--- config.mk ---
export PLATFORM = sky130hd
export DESIGN_NAME = fifo_trig_ctrl
export DESIGN_NICKNAME = d
export VERILOG_FILES = /design/src/rtl/ftc_pkg.sv /design/src/rtl/ftc_fifo.sv /design/src/rtl/ftc_datapath.sv /design/src/rtl/ftc_ctrl.sv /design/src/rtl/fifo_trig_ctrl.sv
export SDC_FILE = /design/constraint.sdc
export NUM_CORES = 1
export LEC_CHECK = 0
export BUFFER_PORTS_ARGS = -buffer_cell sky130_fd_sc_hd__buf_2
export CELL_PAD_IN_SITES_DETAIL_PLACEMENT = 0
export CELL_PAD_IN_SITES_GLOBAL_PLACEMENT = 1
export CORE_MARGIN = 8
export CORE_UTILIZATION = 58
export CTS_CLUSTER_DIAMETER = 30
export DETAILED_ROUTE_END_ITERATION = 16
export PLACE_DENSITY_LB_ADDON = 0.2
export SKIP_CTS_REPAIR_TIMING = 1
export SYNTH_ARGS = -nofsm -noshare
export SYNTH_HDL_FRONTEND = slang
export SYNTH_SLANG_ARGS = --single-unit
export TNS_END_PERCENT = 10
--- constraint.sdc ---
create_clock -name clk -period 4.6 [get_ports clk]
set_input_delay 0.46 -clock clk [delete_from_list [all_inputs] [get_ports clk]]
set_output_delay 0.46 -clock clk [all_outputs]
set_load 0.01 [all_outputs]
--- src/rtl/ftc_pkg.sv ---
package ftc_pkg;

  typedef struct packed {
    logic rxClear;
    logic txClear;
  } ftcStrobe_t;

  function automatic int unsigned rxLevel(input logic [1:0] sel, input int unsigned depth);
    case (sel)
      2'd0:    return depth / 4;
      2'd1:    return depth / 2;
      2'd2:    return (3 * depth) / 4;
      default: return depth - depth / 8;
    endcase
  endfunction

  function automatic int unsigned txLevel(input logic [1:0] sel, input int unsigned depth);
    case (sel)
      2'd0:    return depth / 2;
      2'd1:    return depth / 4;
      2'd2:    return (3 * depth) / 4;
      default: return depth - 2;
    endcase
  endfunction

endpackage

--- src/rtl/ftc_fifo.sv ---
module ftc_fifo #(
  parameter int WIDTH = 8,
  parameter int DEPTH = 32,
  localparam int AW = (DEPTH > 1) ? $clog2(DEPTH) : 1,
  localparam int CW = $clog2(DEPTH + 1)
) (
  input  logic             clk,
  input  logic             rstN,
  input  logic             clear,
  input  logic             push,
  input  logic [WIDTH-1:0] pushData,
  input  logic             pop,
  output logic [WIDTH-1:0] popData,
  output logic [CW-1:0]    count,
  output logic             overrun
);
  logic [WIDTH-1:0] mem [DEPTH];
  logic [AW-1:0] wrPtr, rdPtr;
  logic pushOk, popOk;

  assign pushOk = push && (count != CW'(DEPTH));
  assign popOk  = pop && (count != '0);

  function automatic logic [AW-1:0] nextPtr(input logic [AW-1:0] p);
    return (p == AW'(DEPTH - 1)) ? '0 : p + AW'(1);
  endfunction

  always_ff @(posedge clk) begin
    if (pushOk && !clear) mem[wrPtr] <= pushData;
  end

  always_ff @(posedge clk or negedge rstN) begin
    if (!rstN) begin
      wrPtr   <= '0;
      rdPtr   <= '0;
      count   <= '0;
      overrun <= 1'b0;
      popData <= '0;
    end else if (clear) begin
      wrPtr   <= '0;
      rdPtr   <= '0;
      count   <= '0;
      overrun <= 1'b0;
    end else begin
      if (pushOk) wrPtr <= nextPtr(wrPtr);
      if (popOk) begin
        rdPtr   <= nextPtr(rdPtr);
        popData <= mem[rdPtr];
      end
      count <= count + CW'(pushOk) - CW'(popOk);
      if (push && !pushOk) overrun <= 1'b1;
    end
  end
endmodule

--- src/rtl/ftc_datapath.sv ---
module ftc_datapath
  import ftc_pkg::*;
#(
  parameter int WIDTH = 8,
  parameter int DEPTH = 32,
  localparam int CW = $clog2(DEPTH + 1)
) (
  input  logic                  clk,
  input  logic                  rstN,
  input  ftcStrobe_t            strobe,
  input  logic [1:0]            push,
  input  logic [1:0][WIDTH-1:0] pushData,
  input  logic [1:0]            pop,
  output logic [1:0][WIDTH-1:0] popData,
  output logic [1:0][CW-1:0]    count,
  output logic [1:0]            overrun
);
  // index 0 is the receive queue, index 1 the transmit queue
  logic [1:0] clearVec;
  assign clearVec = {strobe.txClear, strobe.rxClear};

  for (genvar g = 0; g < 2; g++) begin : gQueue
    ftc_fifo #(.WIDTH(WIDTH), .DEPTH(DEPTH)) u_fifo (
      .clk      (clk),
      .rstN     (rstN),
      .clear    (clearVec[g]),
      .push     (push[g]),
      .pushData (pushData[g]),
      .pop      (pop[g]),
      .popData  (popData[g]),
      .count    (count[g]),
      .overrun  (overrun[g])
    );
  end
endmodule

--- src/rtl/ftc_ctrl.sv ---
module ftc_ctrl
  import ftc_pkg::*;
#(
  parameter int DEPTH = 32,
  localparam int CW = $clog2(DEPTH + 1)
) (
  input  logic          clk,
  input  logic          rstN,
  input  logic          cfgWrEn,
  input  logic [7:0]    cfgWrData,
  input  logic          enhEn,
  input  logic [CW-1:0] rxCount,
  input  logic [CW-1:0] txCount,
  output ftcStrobe_t    strobe,
  output logic [7:0]    cfgRdData,
  output logic          rxIrq,
  output logic          txIrq
);
  logic       fifoEn;
  logic [1:0] rxSel, txSel;
  logic       txSelValid;
  logic       txAbove;
  logic [CW-1:0] rxTrig, txTrig;

  // clear requests act only together with the enable bit in the same write
  assign strobe.rxClear = cfgWrEn && cfgWrData[0] && cfgWrData[1];
  assign strobe.txClear = cfgWrEn && cfgWrData[0] && cfgWrData[2];

  assign rxTrig = fifoEn ? CW'(rxLevel(rxSel, DEPTH)) : CW'(1);
  assign txTrig = txSelValid ? CW'(txLevel(txSel, DEPTH)) : CW'(1);

  always_ff @(posedge clk or negedge rstN) begin
    if (!rstN) begin
      fifoEn     <= 1'b0;
      rxSel      <= 2'b00;
      txSel      <= 2'b00;
      txSelValid <= 1'b0;
    end else if (cfgWrEn) begin
      fifoEn <= cfgWrData[0];
      rxSel  <= cfgWrData[7:6];
      if (enhEn) begin
        txSel      <= cfgWrData[5:4];
        txSelValid <= 1'b1;
      end
    end
  end

  always_ff @(posedge clk or negedge rstN) begin
    if (!rstN)                    txAbove <= 1'b0;
    else if (strobe.txClear)      txAbove <= 1'b0;
    else if (txCount == '0)       txAbove <= 1'b0;
    else if (txCount > txTrig)    txAbove <= 1'b1;
  end

  assign rxIrq     = (rxCount >= rxTrig);
  assign txIrq     = txAbove ? (txCount < txTrig) : (txCount == '0);
  assign cfgRdData = {rxSel, txSel, 3'b000, fifoEn};
endmodule

--- src/rtl/fifo_trig_ctrl.sv ---
module fifo_trig_ctrl
  import ftc_pkg::*;
#(
  parameter int WIDTH = 8,
  parameter int DEPTH = 32,
  localparam int CW = $clog2(DEPTH + 1)
) (
  input  logic             clk,
  input  logic             rstN,
  input  logic             cfgWrEn,
  input  logic [7:0]       cfgWrData,
  input  logic             enhEn,
  output logic [7:0]       cfgRdData,
  input  logic             rxPush,
  input  logic [WIDTH-1:0] rxPushData,
  input  logic             rxPop,
  output logic [WIDTH-1:0] rxPopData,
  output logic [CW-1:0]    rxCount,
  output logic             rxOverrun,
  output logic             rxIrq,
  input  logic             txPush,
  input  logic [WIDTH-1:0] txPushData,
  input  logic             txPop,
  output logic [WIDTH-1:0] txPopData,
  output logic [CW-1:0]    txCount,
  output logic             txOverrun,
  output logic             txIrq
);
  ftcStrobe_t strobe;
  logic [1:0][WIDTH-1:0] popDataVec;
  logic [1:0][CW-1:0]    countVec;
  logic [1:0]            overrunVec;

  ftc_ctrl #(.DEPTH(DEPTH)) u_ctrl (
    .clk       (clk),
    .rstN      (rstN),
    .cfgWrEn   (cfgWrEn),
    .cfgWrData (cfgWrData),
    .enhEn     (enhEn),
    .rxCount   (countVec[0]),
    .txCount   (countVec[1]),
    .strobe    (strobe),
    .cfgRdData (cfgRdData),
    .rxIrq     (rxIrq),
    .txIrq     (txIrq)
  );

  ftc_datapath #(.WIDTH(WIDTH), .DEPTH(DEPTH)) u_data (
    .clk      (clk),
    .rstN     (rstN),
    .strobe   (strobe),
    .push     ({txPush, rxPush}),
    .pushData ({txPushData, rxPushData}),
    .pop      ({txPop, rxPop}),
    .popData  (popDataVec),
    .count    (countVec),
    .overrun  (overrunVec)
  );

  assign rxPopData = popDataVec[0];
  assign txPopData = popDataVec[1];
  assign rxCount   = countVec[0];
  assign txCount   = countVec[1];
  assign rxOverrun = overrunVec[0];
  assign txOverrun = overrunVec[1];
endmodule

# Yosys cells after proc, flatten, opt, wreduce, memory -nomap -nowiden
# Memory sizes are Yosys's and may differ from the RTL's. A register that Yosys moved wholly into a read port is not among the register bits.
# Cells that the tools add are included.
[totals]
inputBits = 32
elab_cells = 100
ff_bits = 41
mem_count = 2
output_inout_bits = 40
ram_bits = 512
[mem_list]
columns = ["name", "depth", "width", "rd", "rd_clocked_by_memory_dff", "write_ports", "line", "source"]
rows = [
  ["u_data.gQueue[0].u_fifo.mem", 32, 8, 1, 1, 1, "ftc_fifo.sv:17", "logic [WIDTH-1:0] mem [DEPTH];"],
  ["u_data.gQueue[1].u_fifo.mem", 32, 8, 1, 1, 1, "ftc_fifo.sv:17", ""],
]
[classes]
n_reduce_logical = 32
eq_ne = 10
n_mux = 30
n_addsub = 8
n_bitwise = 2
magnitude_cmp = 3
[op_table]
columns = ["op", "n"]
rows = [
  ["$mux 5", 14],
  ["$pmux 5 s3", 2],
  ["$add 5x1->5 const B", 4],
  ["$eq 5x5->1 const B", 4],
  ["$add 6x1->6", 2],
  ["$mux 1", 12],
  ["$mux 6", 2],
  ["$ne 6x6->1 const B", 2],
  ["$reduce_bool 2->1", 6],
  ["$reduce_bool 6->1", 2],
  ["$sub 6x1->6", 2],
  ["$logic_and 1x1->1", 11],
  ["$ge 6x6->1", 1],
  ["$gt 6x6->1", 1],
  ["$logic_not 1->1", 6],
  ["$logic_not 6->1", 1],
  ["$lt 6x6->1", 1],
  ["$reduce_and 2->1", 3],
  ["$eq 2x1->1 const B", 2],
  ["$eq 2x2->1 const B", 2],
  ["$logic_not 2->1", 2],
  ["$reduce_bool 3->1", 1],
  ["$not 1->1", 2],
]

# Depth between registers and ports, before layout
[depth]
ltp_word = 7
depth_mapped = 14
mapped_depth_nobuf = 14

# Cells and area by module
# A second synthesis with hierarchy kept.
[hier_totals]
cells_unflattened = 1454
hier_area_um2 = 23812.8
[modules_own_cells]
columns = ["module", "area_each_um2", "instances", "seq_area_each_um2", "cells_per_inst"]
rows = [
  ["ftc_fifo at u_data.gQueue[1].u_fifo", 11627.4, 1, 8313.0, 695],
  ["ftc_fifo at u_data.gQueue[0].u_fifo", 11616.1, 1, 8313.0, 696],
  ["ftc_ctrl", 569.3, 1, 175.2, 63],
]

# Worst setup path after synthesis
# OpenSTA, ideal clock, no wires.
[synth_timing]
kind = "flip-flop to flip-flop"
from = "register u_data.gQueue[0].u_fifo.count[2]"
to = "register u_data.gQueue[0].u_fifo.count[5]"
required_time_ns = 4.475
n_path_buf = 1
synth_period_minus_slack_ns = 2.882
setup_time_ns = 0.125
path_slack_ns = 1.718
stages_incl_launch_ff = 14
arrival_time_ns = 2.757
path_cell_list = "dfrtp_1 inv_1 ha_1 nor4bb_1 nand2b_1 clkbuf_1 ha_1 inv_1 ha_1 a21o_1 a21oi_1 o21bai_1 a21oi_1 mux2_2"
[synth_between]
elab_chain_cells = 5
word_cells_on_any_way = 7
classes_between = "add/sub (2); eq/ne (1); mux (1); reduce/logical (3)"
[synth_rtl]
columns = ["item", "line", "source"]
rows = [
  ["from (decl)", "ftc_fifo.sv:14", "output logic [CW-1:0] count,"],
  ["from (signal assigned)", "ftc_fifo.sv:50", "count <= count + CW'(pushOk) - CW'(popOk);"],
  ["$ne 6x6->1", "ftc_fifo.sv:21", "assign pushOk = push && (count != CW'(DEPTH));"],
  ["$logic_and 1x1->1", "ftc_fifo.sv:21", ""],
  ["$add 6x1->6", "ftc_fifo.sv:50", ""],
  ["$sub 6x1->6 *", "ftc_fifo.sv:50", ""],
  ["$mux 6 *", "ftc_fifo.sv:39", "end else if (clear) begin"],
]
# Mark *: on every way between the ends. The rest lies on a longest branch, timed or not.
# A chain may end at the register's enable or synchronous reset.

# Worst setup path in the final report
# Same ends and word-level chain as after synthesis.

==> run metrics <==
Synthesis Warnings=0; #FFs+latches synth=approximately 570; Rows=73; async set-reset flop share out of synthesis=10.0%; setup TNS=0 ns; Synth area leader=edfxtp_1; DP Area=about 24000 um^2; # IOs=72; Post-synth top flop=edfxtp_1; pwr dens=~640 nW/um^2; CP Class=flip-flop to flip-flop; Core ar.=39600 um^2; Setup Skew=0.0258 ns; antenna violations before repair=0; Final Instance Area=between 20000 and 30000 um^2; Switching Power=5.08 mW; WP data arrival=3.59 ns; most frequent cells after synthesis=edfxtp_1 (512), nor2_1 (109), mux4_2 (82); H-tree depth=3; Pint=approximately 13 mW; fin crit share=67.3%; Ant. Diodes=0; Hold Worst Slack=0.0563 ns; VDD IR-drop max=0.000425 V; Mapped Cells=1274; CTS Buf Count=104; Pre-Repair DR Iteration Count=5; switching part of the total=28.5%; register area share after synthesis=72.2%; clk sink count=approximately 570; Synth Cell Area=23300 um^2; Residual DRC=0; clock root cell=clkbuf_16; most common cell in the netlist=edfxtp_1; status=finished, final reports clean; max cap viols=0; die height=216 um; WL per Instance=25.5 um; crit path max fanout=11; grt total ovfl=0; Slew Limit Headroom=roughly 16%; crit end category=flip-flop; first-pass GRT wire length=78100 um; synth unique cells=52; number of global-route vias before repair=12800; number of DRC markers in iteration 0=1166; Post-synth EDFFs=just over 500; Seq pwr share=36.2%; Post-DRT Antenna Nets=0; DP HPWL=30000 um; final hold viol count=0; Clock Tree Buf Depth=3; top cells by area, synth=edfxtp_1 (66%), mux4_2 (7.9%), dfrtp_1 (6.1%); Skew-Pair Late Insertion Delay=0.63 ns; CP Launch Type=flip-flop; Fillers=about 2500; via density per instance=roughly 6.1; final count of negative-setup-slack endpoints=0; port bufs=between 60 and 70; TritonCTS clock tree=yes; via count=12300; RePlAce Congestion=0.811; Die W=216 um; synth-to-layout area growth=18.7%; largest net degree at the start of global routing=50; Final nets=1469; Initial Utilization=between 50 and 60%; Pleak=~9.5 nW; count of pins over their slew limit=0; clock power share=between 40% and 50%; gr usage total=22.0%; overall routed net length=51300 um; Least-Margin Pin Slew=around 1.3 ns; share of layout cells above drive strength 1=26.9%; Clock transition at path regs=~0.05 ns; post-layout util=between 60% and 70%; Mean Syn Cell Area=18.3 um^2; RSZ-0062 raised after global routing=no; f_max=0.323 GHz; post-synth top area share=between 60% and 70%; Worst Path Required=approximately 5.1 ns; Hold Path Class=input pin to flip-flop; Comb power frac=19.8%; die area=between 40000 and 50000 um^2; crit path time final=3.10 ns
[registers in the layout, indices dropped and copies added (netlist names), 2 cells and up]
| signal | count |
|---|---|
| u_data.gQueue.u_fifo.wrPtr | 10 |
| u_data.gQueue.u_fifo.popData | 16 |
| u_data.gQueue.u_fifo.overrun | 2 |
| u_data.gQueue.u_fifo.mem | 512 |
| u_data.gQueue.u_fifo.count | 12 |
| u_ctrl.txSel | 2 |
| u_ctrl.rxSel | 2 |
| u_data.gQueue.u_fifo.rdPtr | 10 |
[power groups by stage]
stage	Combinational, mW	Sequential (mW)	Clock [mW]
after floorplan	2.66	6.32	0
after global placement	3.46	6.53	0
after detailed placement	3.51	6.54	0
after CTS	3.55	6.45	7.90
after global routing	3.83	6.50	8.13
final	3.53	6.45	7.82
[stage by stage]
step	power, mW	instances	setup WS (ns)
4_1_cts	17.9	2009	1.47
3_5_place_dp	10.1	1812	1.49
3_3_place_gp	9.99	1812	1.53
5_1_grt	18.5	2010	1.24
2_1_floorplan	8.98	1276	1.72
6_report	17.8	2010	1.50
[cells in the final DEF (no fill, tap or decap), types with 7 or more instances in the layout]
master	instances
buf_2	67
nand3_1	11
nor2_1	109
clkbuf_16	109
clkinv_2	9
nand3b_1	10
dfrtp_1	54
a21oi_1	43
or4_1	10
o221ai_1	7
o221a_2	7
clkinv_4	11
clkinv_1	10
o22ai_1	28
inv_6	12
o21ai_1	15
and3_1	7
nand2_1	51
mux4_1	26
a31oi_1	11
buf_4	12
o21ai_0	17
edfxtp_1	512
ha_1	41
mux2_2	31
a221oi_1	12
mux4_2	82
nor3b_1	10
inv_1	27
mux2i_1	26
bufinv_16	13
clkinvlp_4	22
[layout make-up]
| type | instances | area (um^2) | share of cell area [%] |
|---|---|---|---|
| flip-flops and latches | 569 | 16800 | 60.9 |
| clock buffers | 116 | 2780 | 10.1 |
| repair buffers | 81 | 455 | 1.65 |
| clock inverters | 81 | 893 | 3.23 |
| inverters | 27 | 101 | 0.367 |
| well taps | 525 | 657 | 2.38 |
| multi-input cells | 611 | 5920 | 21.4 |
[per-layer routing]
metal	vias up	GRT usage (%)	share of wire, %
met4	0	8.88	3.0
met1	6314	28.3	40
li1	5390	-	-
met2	480	36.9	51
met3	110	4.14	6.4
met5	-	0	0
[cell families after synthesis]
logic type,synth area share (%)
and+or+nand+nor,5.08
adders and majority gates,2.38
AOI/OAI and AO/OA,4.15
xor gates and xnor gates,0.226
other,0.0161
muxes,13.6
buffers and inverters,2.39
DFF,72.2
[worst max-delay path: stages, from the launching register on]
cell and delay (ns):
dfrtp_1 0.42, inv_1 0.09, ha_1 0.17, nor4bb_1 0.35
nand2b_1 0.42, ha_1 0.22, inv_1 0.06, ha_1 0.26
a21o_1 0.15, a21oi_1 0.23, o21bai_1 0.09, a21oi_1 0.17
mux2_2 0.34
[path summary, 6_finish.rpt]
kind / endpoint / from / slack, ns / cells past startpoint
min: u_ctrl.rxSel[0]$_DFFE_PN0P_ / cfgWrData[6] / 0.06 / 3
min in group asynchronous: u_data.gQueue[1].u_fifo.popData[1]$_DFFE_PN0P_ / rstN / 0.22 / 2
min reg2reg: u_data.gQueue[1].u_fifo.overrun$_DFFE_PN0P_ / u_data.gQueue[1].u_fifo.overrun$_DFFE_PN0P_ / 0.48 / 2
max reg2reg: u_data.gQueue[0].u_fifo.count[5]$_DFF_PN0_ / u_data.gQueue[0].u_fifo.count[2]$_DFF_PN0_ / 1.50 / 12
max: u_data.gQueue[0].u_fifo.count[5]$_DFF_PN0_ / u_data.gQueue[0].u_fifo.count[2]$_DFF_PN0_ / 1.50 / 12
max in group asynchronous: u_data.gQueue[0].u_fifo.rdPtr[0]$_DFFE_PN0P_ / rstN / 3.31 / 3
No activity file was read; power rests on OpenSTA's default activity.
